==> src/rtl/elapsed_time_pkg.sv <==
package elapsed_time_pkg;

    localparam int unsigned WORD_W = 32;

    typedef enum logic [1:0] {
        STEP_HOLD     = 2'd0,
        STEP_ADVANCE  = 2'd1,
        STEP_ROLLOVER = 2'd2
    } step_kind_e;

endpackage

==> src/rtl/tick_prescaler.sv <==
module tick_prescaler #(
    parameter int unsigned PRESC_W = 4
) (
    input  logic clk,
    input  logic rst,
    output logic o_tick
);

    logic [PRESC_W-1:0] phase_q;

    always_ff @(posedge clk) begin
        if (rst) phase_q <= '0;
        else     phase_q <= phase_q + 1'b1;
    end

    assign o_tick = &phase_q;

    // a tick never lasts two cycles, so updates are spaced apart
    assert_tick_single_R1: assert property (@(posedge clk) disable iff (rst)
        o_tick |=> !o_tick);

endmodule

==> src/rtl/subsecond_counter.sv <==
module subsecond_counter
    import elapsed_time_pkg::*;
#(
    parameter int unsigned W     = 32,
    parameter int unsigned STEP  = 16,
    parameter int unsigned LIMIT = 25_000_000
) (
    input  logic         clk,
    input  logic         rst,
    input  logic         i_tick,
    output logic [W-1:0] o_value,
    output logic         o_wrap
);

    localparam logic [W-1:0] STEP_V = W'(STEP);
    localparam logic [W-1:0] LAST_V = W'(LIMIT - STEP);

    step_kind_e   kind;
    logic [W-1:0] value_q;

    // next-kind decision
    always_comb begin
        if (!i_tick)              kind = STEP_HOLD;
        else if (value_q == LAST_V) kind = STEP_ROLLOVER;
        else                      kind = STEP_ADVANCE;
    end

    // state register
    always_ff @(posedge clk) begin
        if (rst) begin
            value_q <= '0;
        end else begin
            unique case (kind)
                STEP_HOLD:     value_q <= value_q;
                STEP_ADVANCE:  value_q <= value_q + STEP_V;
                STEP_ROLLOVER: value_q <= '0;
                default:       value_q <= '0;
            endcase
        end
    end

    // outputs
    always_comb begin
        o_value = value_q;
        o_wrap  = (kind == STEP_ROLLOVER);
    end

    assert_hold_R1: assert property (@(posedge clk) disable iff (rst)
        !i_tick |=> $stable(value_q));

    assert_low_bits_zero_R2: assert property (@(posedge clk) disable iff (rst)
        value_q[3:0] == 4'd0);

    assert_step_size_R2: assert property (@(posedge clk) disable iff (rst)
        (i_tick && value_q != LAST_V) |=> value_q == $past(value_q) + STEP_V);

    assert_rollover_R3: assert property (@(posedge clk) disable iff (rst)
        (i_tick && value_q == LAST_V) |=> value_q == '0);

endmodule

==> src/rtl/seconds_counter.sv <==
module seconds_counter #(
    parameter int unsigned SEC_W = 32,
    parameter int unsigned W     = 32
) (
    input  logic         clk,
    input  logic         rst,
    input  logic         i_wrap,
    output logic [W-1:0] o_value
);

    logic [SEC_W-1:0] sec_q;

    always_ff @(posedge clk) begin
        if (rst)         sec_q <= '0;
        else if (i_wrap) sec_q <= sec_q + 1'b1;
    end

    assign o_value = W'(sec_q);

    assert_sec_advance_R4: assert property (@(posedge clk) disable iff (rst)
        i_wrap |=> sec_q == $past(sec_q) + 1'b1);

    assert_sec_hold_R4: assert property (@(posedge clk) disable iff (rst)
        !i_wrap |=> $stable(sec_q));

    assert_sec_wrap_R6: assert property (@(posedge clk) disable iff (rst)
        (i_wrap && (&sec_q)) |=> sec_q == '0);

endmodule

==> src/rtl/elapsed_time_counters.sv <==
module elapsed_time_counters
    import elapsed_time_pkg::*;
#(
    parameter int unsigned REF_HZ  = 25_000_000,
    parameter int unsigned PRESC_W = 4,
    parameter int unsigned SEC_W   = 32
) (
    input  logic              clk,
    input  logic              rst,
    output logic [WORD_W-1:0] o_seconds,
    output logic [WORD_W-1:0] o_ref_cycles
);

    localparam int unsigned STEP = 1 << PRESC_W;

    logic tick;
    logic wrap;

    tick_prescaler #(.PRESC_W(PRESC_W)) u_presc (
        .clk    (clk),
        .rst    (rst),
        .o_tick (tick)
    );

    subsecond_counter #(.W(WORD_W), .STEP(STEP), .LIMIT(REF_HZ)) u_frac (
        .clk     (clk),
        .rst     (rst),
        .i_tick  (tick),
        .o_value (o_ref_cycles),
        .o_wrap  (wrap)
    );

    seconds_counter #(.SEC_W(SEC_W), .W(WORD_W)) u_sec (
        .clk     (clk),
        .rst     (rst),
        .i_wrap  (wrap),
        .o_value (o_seconds)
    );

    // reset clears both outputs on the following cycle
    assert_reset_clears_R5: assert property (@(posedge clk)
        rst |=> (o_seconds == '0 && o_ref_cycles == '0));

    // seconds only move when the cycle value has just returned to zero
    assert_sec_with_wrap_R4: assert property (@(posedge clk) disable iff (rst)
        (o_seconds != $past(o_seconds)) |-> (o_ref_cycles == '0));

endmodule

==> config.mk <==
export PLATFORM = sky130hd
export DESIGN_NAME = elapsed_time_counters
export DESIGN_NICKNAME = d
export VERILOG_FILES = /design/src/rtl/elapsed_time_pkg.sv /design/src/rtl/tick_prescaler.sv /design/src/rtl/subsecond_counter.sv /design/src/rtl/seconds_counter.sv /design/src/rtl/elapsed_time_counters.sv
export SDC_FILE = /design/constraint.sdc
export NUM_CORES = 1
export LEC_CHECK = 0
export CAP_MARGIN = 10
export CORE_ASPECT_RATIO = 1.2
export CORE_MARGIN = 2
export CORE_UTILIZATION = 63
export CTS_CLUSTER_SIZE = 12
export DETAILED_ROUTE_END_ITERATION = 8
export DONT_BUFFER_PORTS = 1
export GPL_ROUTABILITY_DRIVEN = 0
export PLACE_DENSITY_LB_ADDON = 0.05
export SYNTH_ARGS = -nofsm -noshare
export SYNTH_HDL_FRONTEND = slang
export SYNTH_SLANG_ARGS = --single-unit
==> constraint.sdc <==
create_clock -name clk -period 3.6 [get_ports clk]
set_clock_uncertainty 0.2 [all_clocks]
set_input_delay 0.36 -clock clk [delete_from_list [all_inputs] [get_ports clk]]
set_output_delay 0.36 -clock clk [all_outputs]
set_load 0.005 [all_outputs]
==> parameters.txt, run 1 <==
Parameter                              Value

Min path
  Startpoint of the lowest-slack hold path ... rst
  Worst min-delay path class ... in -> reg
  Hold depth ... 2
  Hold Path End ... u_sec.o_value[5]

Synthesis
  Post-synthesis instance area ... 0.00300 mm²
  Mean area per synthesized cell ... 8.22 µm²
  Synthesized instance count ... 365
  Biggest area consumer among synthesized cells ... dfxtp_1
  YS warnings ... 0
  Distinct cell type count of the synthesized netlist ... 34
  Share of synthesized area occupied by flip-flops and latches ... 42.7%
  Proportion of netlist area held by the largest area contributor ... 42.7%
  Register bit total from synthesis ... 64
  Cells taking the most area after synthesis ... dfxtp_1 43%, xnor2_1 6.1%, nor2_1 5.3%

CTS
  Source-to-sink clock delay at the later pin of the worst-skew pair ... 340 ps
  Post-cts repair resize count ... 0
  TritonCTS Buffers ... 9
  TritonCTS clock tree ... built
  Buffer cell driving the clock tree root ... clkbuf_8
  Sink Count ... 64
  Maximum root-to-sink buffer count ... 2
  Clock transition at the register clock pins on the worst setup and hold paths after CTS ... 70 ps
  H-tree depth reported by CTS ... 3

Pwr
  Total net switching power ... 0.263 mW
  Worst IR drop on VDD ... 0.298 mV
  Combinational share of power ... 1.5%
  Switching fraction of total power ... 21.0%
  Fraction of power consumed by sequential logic ... 56.8%
  Internal Dissipation ... 0.992 mW
  Clock network power share ... 41.7%
  P per Cell Area ... 396 mW/mm²
  Static leakage ... 0.939 nW

Timing
  Setup tns final ... 0 ps
  Setup WS post-layout ... 619 ps
  Slew headroom ... 45.9%
  Actual transition at the worst max-transition pin ... 804 ps
  Tcrit/Tclk final ... 82.8%
  Final Setup Violations ... 0
  Peak clock frequency supported by timing ... 335 MHz
  Unrepaired setup endpoints after global routing ... no
  Minimum clock period after layout ... 2980 ps
  Final Hold Vio Count ... 0
  Final number of max-transition violations ... 0

Drt
  First-pass iteration count of the detailed router ... 4
  Mean routed wirelength per cell ... 14.8 µm
  Total via count in the routed design ... 2,524
  Remaining DRCs ... 0
  Antenna-violating nets left ... 0
  Violation count after the first detailed-routing iteration ... 155
  Via density per instance ... 6.01
  Drt total wl ... 6.20 mm

Placed design
  Placement-stage worst setup slack ... 649 ps
  Detailed placer's ending HPWL ... 4.35 mm
  Post-placement cell count ... 406
  Port Buf Inserts ... 0

Global route
  Largest net degree at the start of global routing ... 37
  Gr ovfl total ... 0
  Initial antenna violation count ... 0
  Via count of the first global-routing pass ... 2,219
  Wire length of the first global-routing pass ... 10.0 mm
  Aggregate global-route resource usage ... 24.6%

Finish
  Most frequent cells in the layout ... 64 x dfxtp_1, 42 x nor2_1, 27 x a21oi_1, 23 x nand2_1
  Layout area overhead ... 5.55%
  Most common library cell in the layout ignoring fill and taps ... dfxtp_1
  Layout cells sized above 1 ... 5.25%
  Number of nets in the layout ... 365
  Count of placed standard cells in the final layout, fillers left out ... 420
  Layout Utilization ... 68.9%
  Number of inserted diodes ... 0

Setup path
  Critical-path top delay cell ... or4b_2
  Required time at the worst-slack endpoint ... 3670 ps
  Worst path cell trace ... or4b_2 > nor4_1 > nand3_1 > or4_1 > a21oi_1
  Max stage delay on crit path ... 680 ps
  Slack of the worst reg-to-reg path ... 620 ps
  Worst R2R End ... u_sec.o_value[18]
  Buffer and inverter count on the worst path ... 0
  Launching point of the worst reg2reg path ... u_frac.o_value[10]
  Endpoint type of the worst setup path ... register
  Kind of critical path ... reg -> reg
  Number of cell instances on the worst register-to-register path ... 5
  Maximum fanout count along the critical path ... 13
  Worst Setup Start Kind ... register
  Top cell family by delay on the critical path ... simple AND/OR/NAND/NOR gates
  Data arrival time at the worst-slack endpoint ... 3050 ps

Floorplanning
  Die extent in x ... 67 µm
  Die boundary height ... 79.6 µm
  Initial core utilization ... 65.3%
  Die area ... 0.00533 mm²
  Number of placement rows ... 27
  Ports ... 66
  Core ar. ... 0.00459 mm²

Run status
  Result of the run ... finished, final reports clean

Flow run
  Number of violations of the max-capacitance limit ... 0
[cell type report]
| type | count | area [µm²] |
|---|---|---|
| sequential | 64 | 1280 |
| multi-input combinational | 272 | 1590 |
| tap | 58 | 72.6 |
| clock buffer | 12 | 155 |
| fill | 389 | 1430 |
| timing repair buffer | 1 | 20.0 |
| clock inverter | 1 | 5.00 |
| inverter | 12 | 45.0 |
[state kept, by name, indices dropped and copies added, names as in the netlist]
signal	count
u_sec.o_value	32
u_frac.o_value	28
u_presc.phase_q	4
[per-layer routing]
layer  global-route usage [%]  routed length [µm]  vias up  part of all wire [%]
li1                         -                   -     1289                     -
met1                     29.6                2720     1161                    44
met2                     40.0                2930       66                    47
met3                     7.62                 444        8                   7.2
met4                     10.4                 104        0                   1.7
met5                        0                   0        -                     0
[worst register-to-register path: cells and delay by family, from the launching register on]
family	cells	cell delay [ps]
AND/OR/NAND/NOR	4	2210
flip-flops	1	360
AO/OA/AOI/OAI	1	140
[per-stage QoR]
step / power, mW / area (µm²) / hold slack (ps)
finish: 1.25 / 3170 / 87.9
floorplan: 0.747 / 3010 / 218
detailed placement: 0.740 / 2990 / 233
CTS: 1.26 / 3170 / 88.0
global placement: 0.739 / 2990 / 231
global route: 1.30 / 3170 / 103
[synth_stat cells, drive strengths merged]
cell / n
a21oi: 27
nor3: 13
nand4: 19
and4: 7
or3: 22
dfxtp: 64
nor2b: 2
conb: 1
nand3: 20
nand2b: 1
nor2: 42
buf: 9
xnor2: 21
mux2i: 2
or2: 1
o31a: 1
o21ai: 21
o31ai: 5
or4: 6
nor4: 12
o21ba: 1
nand2: 23
ha: 3
inv: 12
xor2: 11
clkbuf: 11
and3: 5
nor4b: 1
or4b: 2
[repair_timing]
action	4_1_cts	5_1_grt
setup buffers	0	0
hold buffers	1	0
hold endpoints to repair	36	0
[how the worst max path moves through the flow]
stage / start / end / slack (ps) / cells past startpoint
final: u_frac.o_value[10] / u_sec.o_value[18] / 620 / 5
after global routing: u_frac.o_value[10] / u_sec.o_value[18] / 360 / 5
after CTS: u_frac.o_value[10] / u_sec.o_value[18] / 630 / 5
after detailed placement: u_frac.o_value[10] / u_sec.o_value[18] / 650 / 5
after global placement: u_frac.o_value[10] / u_sec.o_value[18] / 710 / 5
after floorplan: u_frac.o_value[9] / u_sec.o_value[15] / 950 / 5
[logic make-up after synthesis]
logic type                 Yosys count  share of synthesized area, %
DFF                                 64                          42.7
and+or+nand+nor                    176                          31.2
muxes                                2                         0.667
adders and majority gates            3                          1.25
xor gates and xnor gates            32                          9.34
AOI/OAI and AO/OA                   55                          9.93
buffers and inverters               32                          4.75
other                                1                         0.125
[power by group through the flow]
stage | Sequential (mW) | Clock (mW) | Combinational, mW
after floorplan | 0.728 | 0 | 0.0183
after global placement | 0.729 | 0 | 0.0107
after detailed placement | 0.729 | 0 | 0.0108
after CTS | 0.713 | 0.533 | 0.0191
after global routing | 0.713 | 0.564 | 0.0216
final | 0.713 | 0.523 | 0.0187
No activity file was read; power rests on OpenSTA's default activity.
==> inputs of run 2 (changes only) <==
--- a/config.mk
+++ b/config.mk
@@ -8,7 +8,7 @@
 export CAP_MARGIN = 10
 export CORE_ASPECT_RATIO = 1.2
 export CORE_MARGIN = 2
-export CORE_UTILIZATION = 63
+export CORE_UTILIZATION = 56
 export CTS_CLUSTER_SIZE = 12
 export DETAILED_ROUTE_END_ITERATION = 8
 export DONT_BUFFER_PORTS = 1
==> constraint.sdc (replaced) <==
create_clock -name clk -period 2.65 [get_ports clk]
set_clock_uncertainty 0.2 [all_clocks]
set_input_delay 0.265 -clock clk [delete_from_list [all_inputs] [get_ports clk]]
set_output_delay 0.265 -clock clk [all_outputs]
set_load 0.005 [all_outputs]
==> parameters.txt, run 2 (synthesis gave the netlist of run 1 again) <==
Parameter                              Value

Finish
  Number of inserted diodes ... 0
  Layout Utilization ... 68.2%
  Layout area overhead ... 18.8%
  Most frequent cells in the layout ... 63 x dfxtp_1, 42 x nor2_1, 32 x buf_4, 25 x a21oi_1, 23 x nand2_1
  Layout cells sized above 1 ... 16.0%
  Count of placed standard cells in the final layout, fillers left out ... 463
  Most common library cell in the layout ignoring fill and taps ... dfxtp_1
  Number of nets in the layout ... 401
  Number of flip-flops in the largest register ... 32

Placed design
  Detailed placer's ending HPWL ... 4.88 mm
  Post-placement cell count ... 442
  Port Buf Inserts ... 0

Floorplanning
  Initial core utilization ... 57.4%
  Die boundary height ... 84.2 µm
  Core ar. ... 0.00523 mm²
  Number of placement rows ... 29
  Die extent in x ... 70.8 µm
  Ports ... 66
  Die area ... 0.00596 mm²

Timing
  Peak clock frequency supported by timing ... 380 MHz
  Slew headroom ... 57.8%
  Tcrit/Tclk final ... 99.2%
  Final Hold Vio Count ... 0
  Unrepaired setup endpoints after global routing ... yes
  Worst slack on hold paths ... 113 ps
  Minimum clock period after layout ... 2630 ps
  Final number of max-transition violations ... 0
  Final Setup Violations ... 0
  Actual transition at the worst max-transition pin ... 628 ps

Setup path
  Data arrival time at the worst-slack endpoint ... 2710 ps
  Worst Setup Start Kind ... register
  Maximum fanout count along the critical path ... 8
  Endpoint type of the worst setup path ... register
  Kind of critical path ... reg -> reg
  Required time at the worst-slack endpoint ... 2730 ps

CTS
  Sink Count ... 64
  TritonCTS clock tree ... built
  H-tree depth reported by CTS ... 3
  Clock transition at the register clock pins on the worst setup and hold paths after CTS ... 70 ps
  TritonCTS Buffers ... 9
  Buffer cell driving the clock tree root ... clkbuf_8
  Source-to-sink clock delay at the later pin of the worst-skew pair ... 340 ps
  Maximum root-to-sink buffer count ... 2

Drt
  Mean routed wirelength per cell ... 14.9 µm
  Antenna-violating nets left ... 0
  Via density per instance ... 5.86
  Remaining DRCs ... 0
  Violation count after the first detailed-routing iteration ... 147
  Drt total wl ... 6.91 mm
  Total via count in the routed design ... 2,712
  First-pass iteration count of the detailed router ... 4

Global route
  Wire length of the first global-routing pass ... 11.8 mm
  Initial antenna violation count ... 0
  Largest net degree at the start of global routing ... 37
  Via count of the first global-routing pass ... 2,654
  Aggregate global-route resource usage ... 24.6%
  Gr ovfl total ... 0

Pwr
  Clock network power share ... 47.6%
  Static leakage ... 1.16 nW
  Total Power Consumption ... 1.91 mW
  Internal Dissipation ... 1.53 mW
  Combinational share of power ... 1.7%
  Switching fraction of total power ... 19.7%
  Total net switching power ... 0.376 mW
  P per Cell Area ... 536 mW/mm²
  Fraction of power consumed by sequential logic ... 50.7%
  Worst IR drop on VDD ... 0.539 mV

Flow run
  Number of violations of the max-capacitance limit ... 0

Run status
  Result of the run ... finished, final reports clean

Min path
  Worst min-delay path class ... in -> reg
[run 2: cell types whose count changed in the layout (fill, tap and decap cells not counted), sizes merged]
cell         previous run  this run
buf                     1        36
bufinv                  0         2
clkbuf                 12        13
dlygate4sd3             0         1
[run 2: metrics by stage]
step | setup TNS [ps] | worst slack [ps] | instance area (µm²)
floorplan | 0 | 2.59 | 3010
global placement | -21.3 | -11.1 | 3240
detailed placement | -138 | -61.2 | 3240
CTS | 0 | 32.8 | 3500
global route | -108 | -37.8 | 3570
finish | 0 | 21.5 | 3570
[run 2: critical path, stage by stage, from the launching register on]
cell	delay, ps
dfxtp_2	310
or4b_1	500
or4_4	430
or4_4	490
buf_6	150
or3_4	360
a21oi_2	130
[run 2: cell type report]
class | instances | area [µm²]
fillers | 455 | 1660
multi-input cells | 272 | 1630
flip-flops and latches | 64 | 1280
repair buffers | 37 | 313
clock buffers | 13 | 149
well taps | 62 | 77.6
clock inverters | 3 | 65.1
inverters | 12 | 45.0
[run 2: worst paths after layout]
kind	start	to	slack [ps]	cells past startpoint
worst max-delay path	u_frac.o_value[9]	u_sec.o_value[9]	20	6
worst min register to register	u_sec.o_value[29]	u_sec.o_value[29]	320	2
worst min-delay path	rst	u_frac.o_value[9]	110	3
worst max register to register	u_frac.o_value[9]	u_sec.o_value[9]	20	6
[run 2: repair_timing]
item / CTS / global route
buffers inserted: 2 / 1
hold endpoints to repair: 36 / 0
pin swaps: 1 / 1
gates resized for setup: 0 / 12
hold buffers: 2 / 0
endpoints found under the setup margin: 4 / 16
[run 2: routing by layer]
layer	part of all wire, %	track usage [%]	vias to the layer above
met4	1.3	8.23	0
met3	7.2	10.2	8
met1	41	27.5	1271
met5	0	0	-
li1	-	-	1365
met2	50	42.1	68
[run 2: power by group through the flow]
stage	clock, mW	combinational, mW	sequential (mW)
2_1_floorplan	0	0.0249	0.990
3_3_place_gp	0	0.0198	0.990
3_5_place_dp	0	0.0200	0.990
4_1_cts	0.925	0.0332	0.968
5_1_grt	0.971	0.0367	0.968
6_report	0.908	0.0331	0.968
